### config.mk
export PLATFORM = sky130hd
export DESIGN_NAME = dc_blocker
export DESIGN_NICKNAME = d
export VERILOG_FILES = /design/src/rtl/dc_blocker_pkg.sv /design/src/rtl/dcb_estimator.sv /design/src/rtl/dcb_sat_sub.sv /design/src/rtl/dcb_channel.sv /design/src/rtl/dc_blocker.sv
export SDC_FILE = /design/constraint.sdc
export NUM_CORES = 1
export LEC_CHECK = 0
export BUFFER_PORTS_ARGS = -buffer_cell sky130_fd_sc_hd__buf_2
export CAP_MARGIN = 20
export CORE_MARGIN = 4
export CORE_UTILIZATION = 30
export DETAILED_ROUTE_END_ITERATION = 6
export PLACE_DENSITY = 0.42
export SKIP_CTS_REPAIR_TIMING = 1
export SLEW_MARGIN = 20
export SYNTH_ARGS = -nofsm -noshare
export SYNTH_HDL_FRONTEND = slang
export SYNTH_SLANG_ARGS = --single-unit
### constraint.sdc
create_clock -name clk_i -period 15 [get_ports clk_i]
set_clock_uncertainty 0.1 [all_clocks]
set_input_delay 4.5 -clock clk_i [delete_from_list [all_inputs] [get_ports clk_i]]
set_output_delay 4.5 -clock clk_i [all_outputs]
set_load 0.01 [all_outputs]
### src/rtl/dc_blocker_pkg.sv
package dc_blocker_pkg;
  localparam int unsigned NUM_CH = 2;
  typedef enum int unsigned {CH_L = 0, CH_R = 1} ch_e;
endpackage

### src/rtl/dcb_estimator.sv
// Leaky-integrator DC estimate, one channel.
module dcb_estimator #(
  parameter int unsigned DATA_W  = 24,
  parameter int unsigned SHIFT_K = 13,
  parameter int unsigned FRAC_W  = 16
) (
  input  logic              clk_i,
  input  logic              rst_ni,
  input  logic              upd_i,
  input  logic [DATA_W-1:0] x_i,
  output logic [DATA_W-1:0] est_o
);
  localparam int unsigned ACC_W = DATA_W + FRAC_W;
  localparam int unsigned DIF_W = ACC_W + 1;

  logic signed [ACC_W-1:0] acc_q;
  logic signed [DIF_W-1:0] x_ext, acc_ext, diff, step, sum;

  always_comb begin
    x_ext   = $signed({x_i[DATA_W-1], x_i, {FRAC_W{1'b0}}});
    acc_ext = $signed({acc_q[ACC_W-1], acc_q});
    diff    = x_ext - acc_ext;
    step    = diff >>> SHIFT_K;
    sum     = acc_ext + step;
  end

  // sum is a convex mix of acc and x, so it fits in ACC_W
  always_ff @(posedge clk_i or negedge rst_ni) begin
    if (!rst_ni)    acc_q <= '0;
    else if (upd_i) acc_q <= sum[ACC_W-1:0];
  end

  assign est_o = acc_q[ACC_W-1:FRAC_W];
endmodule

### src/rtl/dcb_sat_sub.sv
// y = x - e, clamped to DATA_W signed range.
module dcb_sat_sub #(
  parameter int unsigned DATA_W = 24
) (
  input  logic [DATA_W-1:0] x_i,
  input  logic [DATA_W-1:0] e_i,
  output logic [DATA_W-1:0] y_o
);
  logic [DATA_W:0] d;
  localparam logic [DATA_W-1:0] MAX_V = {1'b0, {(DATA_W-1){1'b1}}};
  localparam logic [DATA_W-1:0] MIN_V = {1'b1, {(DATA_W-1){1'b0}}};

  always_comb begin
    d = {x_i[DATA_W-1], x_i} - {e_i[DATA_W-1], e_i};
    unique case (d[DATA_W:DATA_W-1])
      2'b01:   y_o = MAX_V;
      2'b10:   y_o = MIN_V;
      default: y_o = d[DATA_W-1:0];
    endcase
  end
endmodule

### src/rtl/dcb_channel.sv
module dcb_channel #(
  parameter int unsigned DATA_W  = 24,
  parameter int unsigned SHIFT_K = 13,
  parameter int unsigned FRAC_W  = 16
) (
  input  logic              clk_i,
  input  logic              rst_ni,
  input  logic              valid_i,
  input  logic              freeze_i,
  input  logic [DATA_W-1:0] x_i,
  output logic [DATA_W-1:0] y_o,
  output logic [DATA_W-1:0] est_o
);
  logic [DATA_W-1:0] est, y_d, y_q;

  dcb_estimator #(.DATA_W(DATA_W), .SHIFT_K(SHIFT_K), .FRAC_W(FRAC_W)) u_est (
    .clk_i (clk_i),
    .rst_ni(rst_ni),
    .upd_i (valid_i & ~freeze_i),
    .x_i   (x_i),
    .est_o (est)
  );

  dcb_sat_sub #(.DATA_W(DATA_W)) u_sub (
    .x_i(x_i),
    .e_i(est),
    .y_o(y_d)
  );

  always_ff @(posedge clk_i or negedge rst_ni) begin
    if (!rst_ni)      y_q <= '0;
    else if (valid_i) y_q <= y_d;
  end

  assign y_o   = y_q;
  assign est_o = est;
endmodule

### src/rtl/dc_blocker.sv
module dc_blocker
  import dc_blocker_pkg::*;
#(
  parameter int unsigned DATA_W  = 24,
  parameter int unsigned SHIFT_K = 13,
  parameter int unsigned FRAC_W  = 16
) (
  input  logic              clk_i,
  input  logic              rst_ni,
  input  logic              valid_i,
  input  logic              freeze_i,
  input  logic [DATA_W-1:0] data_l_i,
  input  logic [DATA_W-1:0] data_r_i,
  output logic              valid_o,
  output logic [DATA_W-1:0] data_l_o,
  output logic [DATA_W-1:0] data_r_o
);
  logic [NUM_CH-1:0][DATA_W-1:0] x_w, y_w, est_w;
  logic valid_q;

  assign x_w[CH_L] = data_l_i;
  assign x_w[CH_R] = data_r_i;

  for (genvar c = 0; c < NUM_CH; c++) begin : g_ch
    dcb_channel #(.DATA_W(DATA_W), .SHIFT_K(SHIFT_K), .FRAC_W(FRAC_W)) u_ch (
      .clk_i   (clk_i),
      .rst_ni  (rst_ni),
      .valid_i (valid_i),
      .freeze_i(freeze_i),
      .x_i     (x_w[c]),
      .y_o     (y_w[c]),
      .est_o   (est_w[c])
    );
  end

  always_ff @(posedge clk_i or negedge rst_ni) begin
    if (!rst_ni) valid_q <= 1'b0;
    else         valid_q <= valid_i;
  end

  assign valid_o  = valid_q;
  assign data_l_o = y_w[CH_L];
  assign data_r_o = y_w[CH_R];
endmodule

==> results of run 1 <==
final timing paths:
path                                                 to  depth (start not counted)
max                        g_ch[1].u_ch.u_est.acc_q[38]                         22
min reg2reg                         g_ch[0].u_ch.y_o[0]                          1
max reg2reg                g_ch[1].u_ch.u_est.acc_q[38]                         22
max in group asynchronous   g_ch[1].u_ch.u_est.acc_q[0]                          2
min                                 g_ch[0].u_ch.y_o[0]                          1
min in group asynchronous   g_ch[0].u_ch.u_est.acc_q[0]                          1
layer usage:
metal / part of all wire / GRT usage / wire length, µm / up-vias
met5: 0 / 0 / 0 / -
li1: - / - / - / 5873
met1: 0.54 / 0.278 / 22600 / 5372
met4: 0.020 / 0.0584 / 827 / 0
met2: 0.40 / 0.259 / 17100 / 230
met3: 0.040 / 0.0332 / 1670 / 42
cell usage in the layout (no fill, tap or decap), types with 7 or more instances in the layout:
master,instances
sky130_fd_sc_hd__dfrtp_1,129
sky130_fd_sc_hd__nand3_1,15
sky130_fd_sc_hd__inv_1,92
sky130_fd_sc_hd__nand4_1,34
sky130_fd_sc_hd__a21o_1,86
sky130_fd_sc_hd__o21bai_1,27
sky130_fd_sc_hd__nand2b_1,8
sky130_fd_sc_hd__nor3b_1,7
sky130_fd_sc_hd__a31oi_1,18
sky130_fd_sc_hd__xor2_1,71
sky130_fd_sc_hd__mux2_2,8
sky130_fd_sc_hd__nand2_1,159
sky130_fd_sc_hd__o31ai_1,9
sky130_fd_sc_hd__nor2_1,108
sky130_fd_sc_hd__a211oi_1,8
sky130_fd_sc_hd__nor4_1,7
sky130_fd_sc_hd__ha_1,138
sky130_fd_sc_hd__clkbuf_16,17
sky130_fd_sc_hd__o21ai_0,149
sky130_fd_sc_hd__nor2b_1,17
sky130_fd_sc_hd__buf_2,99
sky130_fd_sc_hd__xnor2_1,99
sky130_fd_sc_hd__a21oi_1,221
sky130_fd_sc_hd__nor3_1,22
sky130_fd_sc_hd__o21a_1,19
registers in the layout (all words and copies together), names as in the netlist:
name                   count
g_ch.u_ch.y_o             48
g_ch.u_ch.u_est.acc_q     80
valid_o                    1
worst reg2reg max path: cells and delay by family (launching register included):
family	cells	cell delay, ps
compound gates	14	3450
xor+xnor	1	290
fa+ha+maj	1	420
buf+inv	1	70
flops	1	410
mux	1	210
simple gates	4	1600
cell type report:
class	instances	area [µm²]	area share
multi-input combinational	1322	8930	0.623
sequential	129	3230	0.225
tap	539	674	0.0470
timing repair buffer	105	544	0.0379
clock buffer	18	439	0.0306
inverter	92	345	0.0241
clock inverter	14	179	0.0125
logic make-up (layout without fill, tap and decap cells):
logic type,count (synthesis),count (layout),synth area share
AOI/OAI and AO/OA,588,588,0.281
and+or+nand+nor,410,410,0.149
buffers and inverters,176,229,0.0516
xor gates and xnor gates,170,170,0.116
adders and majority gates,142,142,0.141
DFF,129,129,0.252
muxes,12,12,0.0102
through the flow:
stage,instance area [µm²],util
floorplan,12800,-
global placement,13700,0.326
global route,14300,0.340
finish,14300,0.340
CTS,14300,0.340
detailed placement,13700,0.326
==> impl_metrics.env, run 1 <==
export IMPL_synth_area_um2=12800
export IMPL_fillCellCount=4503
export IMPL_timing_critical_path_max_delay_family="compound AO/OA/AOI/OAI gates"
export IMPL_reg2reg_setup_slack_ps=8360
export IMPL_synth_ff_latch_count=129
export IMPL_globalRoute_totalOverflow=0
export IMPL_timing_critical_path_required_ps=15260
export IMPL_ctsHtreeMaxLevel=4
export IMPL_clkLatencyLatePin_ps=470
export IMPL_synthTopCellsByArea="sky130_fd_sc_hd__dfrtp_1, sky130_fd_sc_hd__ha_1, sky130_fd_sc_hd__a21oi_1"
export IMPL_holdWs_ps=407
export IMPL_grt_pass1_vias=11200
export IMPL_dr_total_vias=11500
export IMPL_timing_final_ws_setup_ps=5820
export IMPL_worstPathBufferInverterCount=3
export IMPL_synthesis_area_per_instance_um2=7.88
export IMPL_startpoint="data_r_i[0]"
export IMPL_via_per_inst=5.19
export IMPL_timing_slew_headroom=0.333
export IMPL_fmax_mhz=109
export IMPL_dp_hpwl_um=33600
export IMPL_final_antenna_net_count=0
export IMPL_slew_viol_final=0
export IMPL_setup_failing_eps_final=0
export IMPL_timing_hold_worst_class="register to register"
export IMPL_fin_crit_ps=9180
export IMPL_layoutNonFillerInstCount=2219
export IMPL_critical_path_sink_type="register"
export IMPL_cap_viol_max_count=0
export IMPL_buffer_levels_on_the_longest_clock_path=2
export IMPL_cts_sinks=129
export IMPL_pin_count=101
export IMPL_synth_cell_count_leaders="sky130_fd_sc_hd__a21oi_1, sky130_fd_sc_hd__nand2_1, sky130_fd_sc_hd__o21ai_0"
export IMPL_dp_worst_setup_slack_ps=5450
export IMPL_postSynthNetCount=1821
export IMPL_wire_length_of_the_first_global_routing_pass_um=66600
export IMPL_sequential_cell_area_fraction_in_the_yosys_report=0.252
export IMPL_total_nets_final=1861
export IMPL_setup_total_negative_slack_ps=0
export IMPL_post_synth_top_area_fraction=0.252
export IMPL_drt_pass1_iter_count=5
export IMPL_drt_wirelength_per_cell_um=19.0
export IMPL_r2r_start="g_ch[1].u_ch.u_est.acc_q[12]"
export IMPL_dieArea_um2=46100
export IMPL_core_area_um2=42100
export IMPL_antenna_fix_cells=0
export IMPL_synth_largest_area_cell="sky130_fd_sc_hd__dfrtp_1"
export IMPL_yosys_warn_count=0
export IMPL_floorplan_die_height_um=215
export IMPL_syn_inst=1627
export IMPL_arrival_ps=9440
export IMPL_layout_area_overhead_vs_synth_pct=11.9
export IMPL_holdCritStartpoint="g_ch[0].u_ch.y_o[0]"
export IMPL_cpPeakStageDelay_ps=450
export IMPL_finalHoldViolations=0
export IMPL_period_share=0.612
export IMPL_groute_usage_overall=0.183
export IMPL_place_congestion=0.950
export IMPL_criticalPathCategory="input pin to register"
export IMPL_worst_pin_slew_ps=1000
export IMPL_die_w_um=215
export IMPL_postRouteWirelength_um=42200
export IMPL_critical_path_startpoint_type="input pin"
export IMPL_remaining_drc_errors=0
export IMPL_critPathMostFrequentCell="sky130_fd_sc_hd__a21oi_1"
export IMPL_first_iter_violations=761
export IMPL_port_buffers=100
export IMPL_initial_utilization=0.304
export IMPL_synth_edff_count=0
export IMPL_root_buffer_master="sky130_fd_sc_hd__clkbuf_16"
export IMPL_cts_buffers_inserted=17
export IMPL_pin_count_of_the_biggest_net_entering_global_routing=85
export IMPL_post_synth_top_count_cell="sky130_fd_sc_hd__a21oi_1"
export IMPL_synth_main_ff_cell="sky130_fd_sc_hd__dfrtp_1"
export IMPL_placement_rows=75
export IMPL_placed_cells_incl_taps=2187
export IMPL_antenna_violations_before_repair=0
export IMPL_synth_lib_cells_used_distinct=67
export IMPL_clkTransAtPathRegs_ps=70
export IMPL_rsz0062_at_grt="no"
export IMPL_synth_async_sr_flop_share=1.00
export IMPL_sequence_of_cells_on_the_critical_path="buf_2 -> inv_1 -> ha_1 -> a21oi_1 -> o21ai_1 -> a21oi_1 -> o21ai_2 -> inv_1 -> o21ai_0 -> xnor2_1 -> ha_1 -> a21oi_1 -> o21bai_1 -> a21o_1 -> a21oi_1 -> o21ai_0 -> a21o_1 -> a211oi_1 -> o31ai_1 -> a31oi_1 -> mux2i_1 -> nand2_1"
export IMPL_run_status="finished clean"
export IMPL_cts_tree="done"
export IMPL_critPathSlowestCell="sky130_fd_sc_hd__a21oi_1"
export IMPL_layout_cell_share_with_drive_strength_beyond_1=0.101
export IMPL_path_max_fanout=6
Power of run 1 is not shown: default switching activity piles up to over one toggle a cycle in this logic, so the estimate is an artifact.
==> inputs of run 2 (changes only) <==
ABC_AREA = 1   (was default)
PLACE_DENSITY = 0.43   (was 0.42)
clock period = 8.1 ns   (was 15 ns; I/O delays follow)
==> impl_metrics.env, run 2 <==
export IMPL_run_status="finished clean"
export IMPL_initial_utilization=0.305
export IMPL_fraction_of_the_mapped_netlist_area_in_compound_gates=0.172
export IMPL_postSynthNetCount=2594
export IMPL_cts_sinks=129
export IMPL_setup_total_negative_slack_ps=0
export IMPL_r2r_start="g_ch[0].u_ch.u_est.acc_q[20]"
export IMPL_layout_cell_share_with_drive_strength_beyond_1=0.0936
export IMPL_critPathSlowestCell="sky130_fd_sc_hd__ha_1"
export IMPL_worst_pin_slew_ps=892
export IMPL_top_register="g_ch.u_ch.u_est.acc_q"
export IMPL_yosys_area_share_adder=0.120
export IMPL_clkLatencyLatePin_ps=500
export IMPL_final_antenna_net_count=0
export IMPL_cts_tree="done"
export IMPL_synth_area_um2=15000
export IMPL_buffer_levels_on_the_longest_clock_path=2
export IMPL_sequential_cell_area_fraction_in_the_yosys_report=0.215
export IMPL_timing_slew_headroom=0.405
export IMPL_cap_viol_max_count=0
export IMPL_arrival_ps=6450
export IMPL_remaining_drc_errors=0
export IMPL_pin_count_of_the_biggest_net_entering_global_routing=79
export IMPL_layout_area_overhead_vs_synth_pct=12.1
export IMPL_synth_async_sr_flop_share=1.00
export IMPL_total_nets_final=2684
export IMPL_synth_cell_count_leaders="sky130_fd_sc_hd__nand2_1, sky130_fd_sc_hd__inv_1, sky130_fd_sc_hd__nor2_1"
export IMPL_syn_inst=2400
export IMPL_timing_hold_worst_class="register to register"
export IMPL_synth_ff_latch_count=129
export IMPL_timing_critical_path_required_ps=8360
export IMPL_synth_main_ff_cell="sky130_fd_sc_hd__dfrtp_1"
export IMPL_post_synth_top_count_cell="sky130_fd_sc_hd__nand2_1"
export IMPL_period_share=0.764
export IMPL_post_synth_and_or_nand_nor_area_fraction=0.363
export IMPL_path_max_fanout=7
export IMPL_cts_buffers_inserted=17
export IMPL_fin_crit_ps=6190
export IMPL_pin_count=101
export IMPL_finalHoldViolations=0
export IMPL_rsz0062_at_grt="no"
export IMPL_port_buffers=100
export IMPL_core_area_um2=49300
export IMPL_synth_largest_area_cell="sky130_fd_sc_hd__dfrtp_1"
export IMPL_worstSetupPathDepth=18
export IMPL_first_iter_violations=968
export IMPL_worstPathBufferInverterCount=1
export IMPL_largest_register_ffs=80
export IMPL_cpPeakStageDelay_ps=580
export IMPL_startpoint="data_l_i[4]"
export IMPL_groute_usage_overall=0.227
export IMPL_placement_rows=81
export IMPL_post_synth_top_area_fraction=0.215
export IMPL_synthTopCellsByArea="sky130_fd_sc_hd__dfrtp_1, sky130_fd_sc_hd__nand2_1, sky130_fd_sc_hd__ha_1"
export IMPL_ctsHtreeMaxLevel=4
export IMPL_antenna_violations_before_repair=0
export IMPL_globalRoute_totalOverflow=0
export IMPL_clkTransAtPathRegs_ps=80
export IMPL_synth_xor_area_share=0.0484
export IMPL_synth_top_family_by_area="simple AND/OR/NAND/NOR gates"
export IMPL_worst_r2r_path_depth=18
export IMPL_layout_common_cells="sky130_fd_sc_hd__nand2_1, sky130_fd_sc_hd__inv_1, sky130_fd_sc_hd__nor2_1, sky130_fd_sc_hd__a21oi_1, sky130_fd_sc_hd__nand3_1"
export IMPL_dieArea_um2=53700
export IMPL_critical_path_sink_type="register"
export IMPL_synth_lib_cells_used_distinct=56
export IMPL_root_buffer_master="sky130_fd_sc_hd__clkbuf_16"
export IMPL_holdCritStartpoint="g_ch[1].u_ch.u_est.acc_q[39]"
export IMPL_dp_hpwl_um=50800
export IMPL_drt_wirelength_per_cell_um=19.3
export IMPL_postRouteWirelength_um=61000
export IMPL_timing_critical_path_max_delay_family="simple AND/OR/NAND/NOR gates"
export IMPL_synth_edff_count=0
export IMPL_fillCellCount=5579
export IMPL_slew_viol_final=0
export IMPL_mostFrequentLayoutCell="sky130_fd_sc_hd__nand2_1"
export IMPL_hold_depth=2
export IMPL_dr_total_vias=15800
export IMPL_post_synth_mux_area_share=0
export IMPL_criticalPathCategory="input pin to register"
export IMPL_setup_failing_eps_final=0
export IMPL_sequence_of_cells_on_the_critical_path="buf_2 -> ha_1 -> nand2_2 -> nor2_4 -> nand3_2 -> o31ai_2 -> nand2_1 -> nand2_1 -> xor2_1 -> ha_1 -> a21oi_1 -> o21ai_0 -> a21oi_1 -> nand3_1 -> nand2_1 -> nand3_1 -> nand3_1 -> o21ai_0"
export IMPL_place_congestion=0.918
export IMPL_die_w_um=232
export IMPL_via_per_inst=4.99
export IMPL_drt_pass1_iter_count=6
export IMPL_wire_length_of_the_first_global_routing_pass_um=93000
export IMPL_fmax_mhz=162
export IMPL_floorplan_die_height_um=232
export IMPL_critical_path_startpoint_type="input pin"
export IMPL_grt_pass1_vias=15500
export IMPL_yosys_warn_count=0
export IMPL_synthesis_area_per_instance_um2=6.26
## run 2: changes by cell type after synthesis, moves of 24 or more
cell,before,now
sky130_fd_sc_hd__nand2_1,159,666
sky130_fd_sc_hd__inv_1,92,280
sky130_fd_sc_hd__nor2_1,108,275
sky130_fd_sc_hd__nand3_1,15,148
sky130_fd_sc_hd__a21o_1,86,7
sky130_fd_sc_hd__xnor2_1,99,26
sky130_fd_sc_hd__clkbuf_1,77,24
sky130_fd_sc_hd__nand2_2,0,34
sky130_fd_sc_hd__a21oi_1,221,245
## run 2: cells by family after synthesis
| logic type | count (synthesis) |
|---|---|
| AOI/OAI and AO/OA | 465 |
| buffers and inverters | 320 |
| xor gates and xnor gates | 83 |
| DFF | 129 |
| adders and majority gates | 142 |
| and+or+nand+nor | 1261 |
## run 2: worst paths after layout
path / endpoint / slack (ps)
max in group asynchronous: g_ch[0].u_ch.u_est.acc_q[18] / 4800
max reg2reg: g_ch[0].u_ch.u_est.acc_q[36] / 3470
max: g_ch[0].u_ch.u_est.acc_q[36] / 1910
min in group asynchronous: g_ch[1].u_ch.u_est.acc_q[9] / 1840
min: g_ch[1].u_ch.u_est.acc_q[39] / 370
min reg2reg: g_ch[1].u_ch.u_est.acc_q[39] / 370
## run 2: tightest hold or removal path, stage by stage, from the launching register on
cell	delay (ps)
sky130_fd_sc_hd__dfrtp_1	340
sky130_fd_sc_hd__nand2_1	50
sky130_fd_sc_hd__nand2_1	50
## run 2: layer usage
metal  GRT usage  wire length, µm  up-vias
met1       0.288            27400     7345
met5           0                0        -
met3      0.0314             2120       50
met2       0.401            30000      322
met4      0.0641             1430        0
li1            -                -     8066
## run 2: final cells by class
| class | count | area (µm²) | share of cell area |
|---|---|---|---|
| inverter | 285 | 1070 | 0.0636 |
| tap | 664 | 831 | 0.0494 |
| sequential | 129 | 3230 | 0.192 |
| timing repair buffer | 106 | 552 | 0.0328 |
| antenna | 1 | 2.50 | 0.000149 |
| clock inverter | 6 | 105 | 0.00624 |
| clock buffer | 24 | 482 | 0.0286 |
| multi-input combinational | 1951 | 10600 | 0.627 |
## run 2: metrics by stage
step / cells / setup WS [ps] / utilization / hold slack, ps / cell area (µm²)
2_1_floorplan: 2400 / 2850 / - / 341 / 15000
3_3_place_gp: 3135 / 1380 / 0.330 / 356 / 16200
3_5_place_dp: 3135 / 1420 / 0.330 / 361 / 16200
4_1_cts: 3165 / 1960 / 0.342 / 374 / 16800
5_1_grt: 3165 / 1700 / 0.342 / 389 / 16800
6_report: 3166 / 1910 / 0.342 / 372 / 16800
Power of run 2 is left out for the same reason.
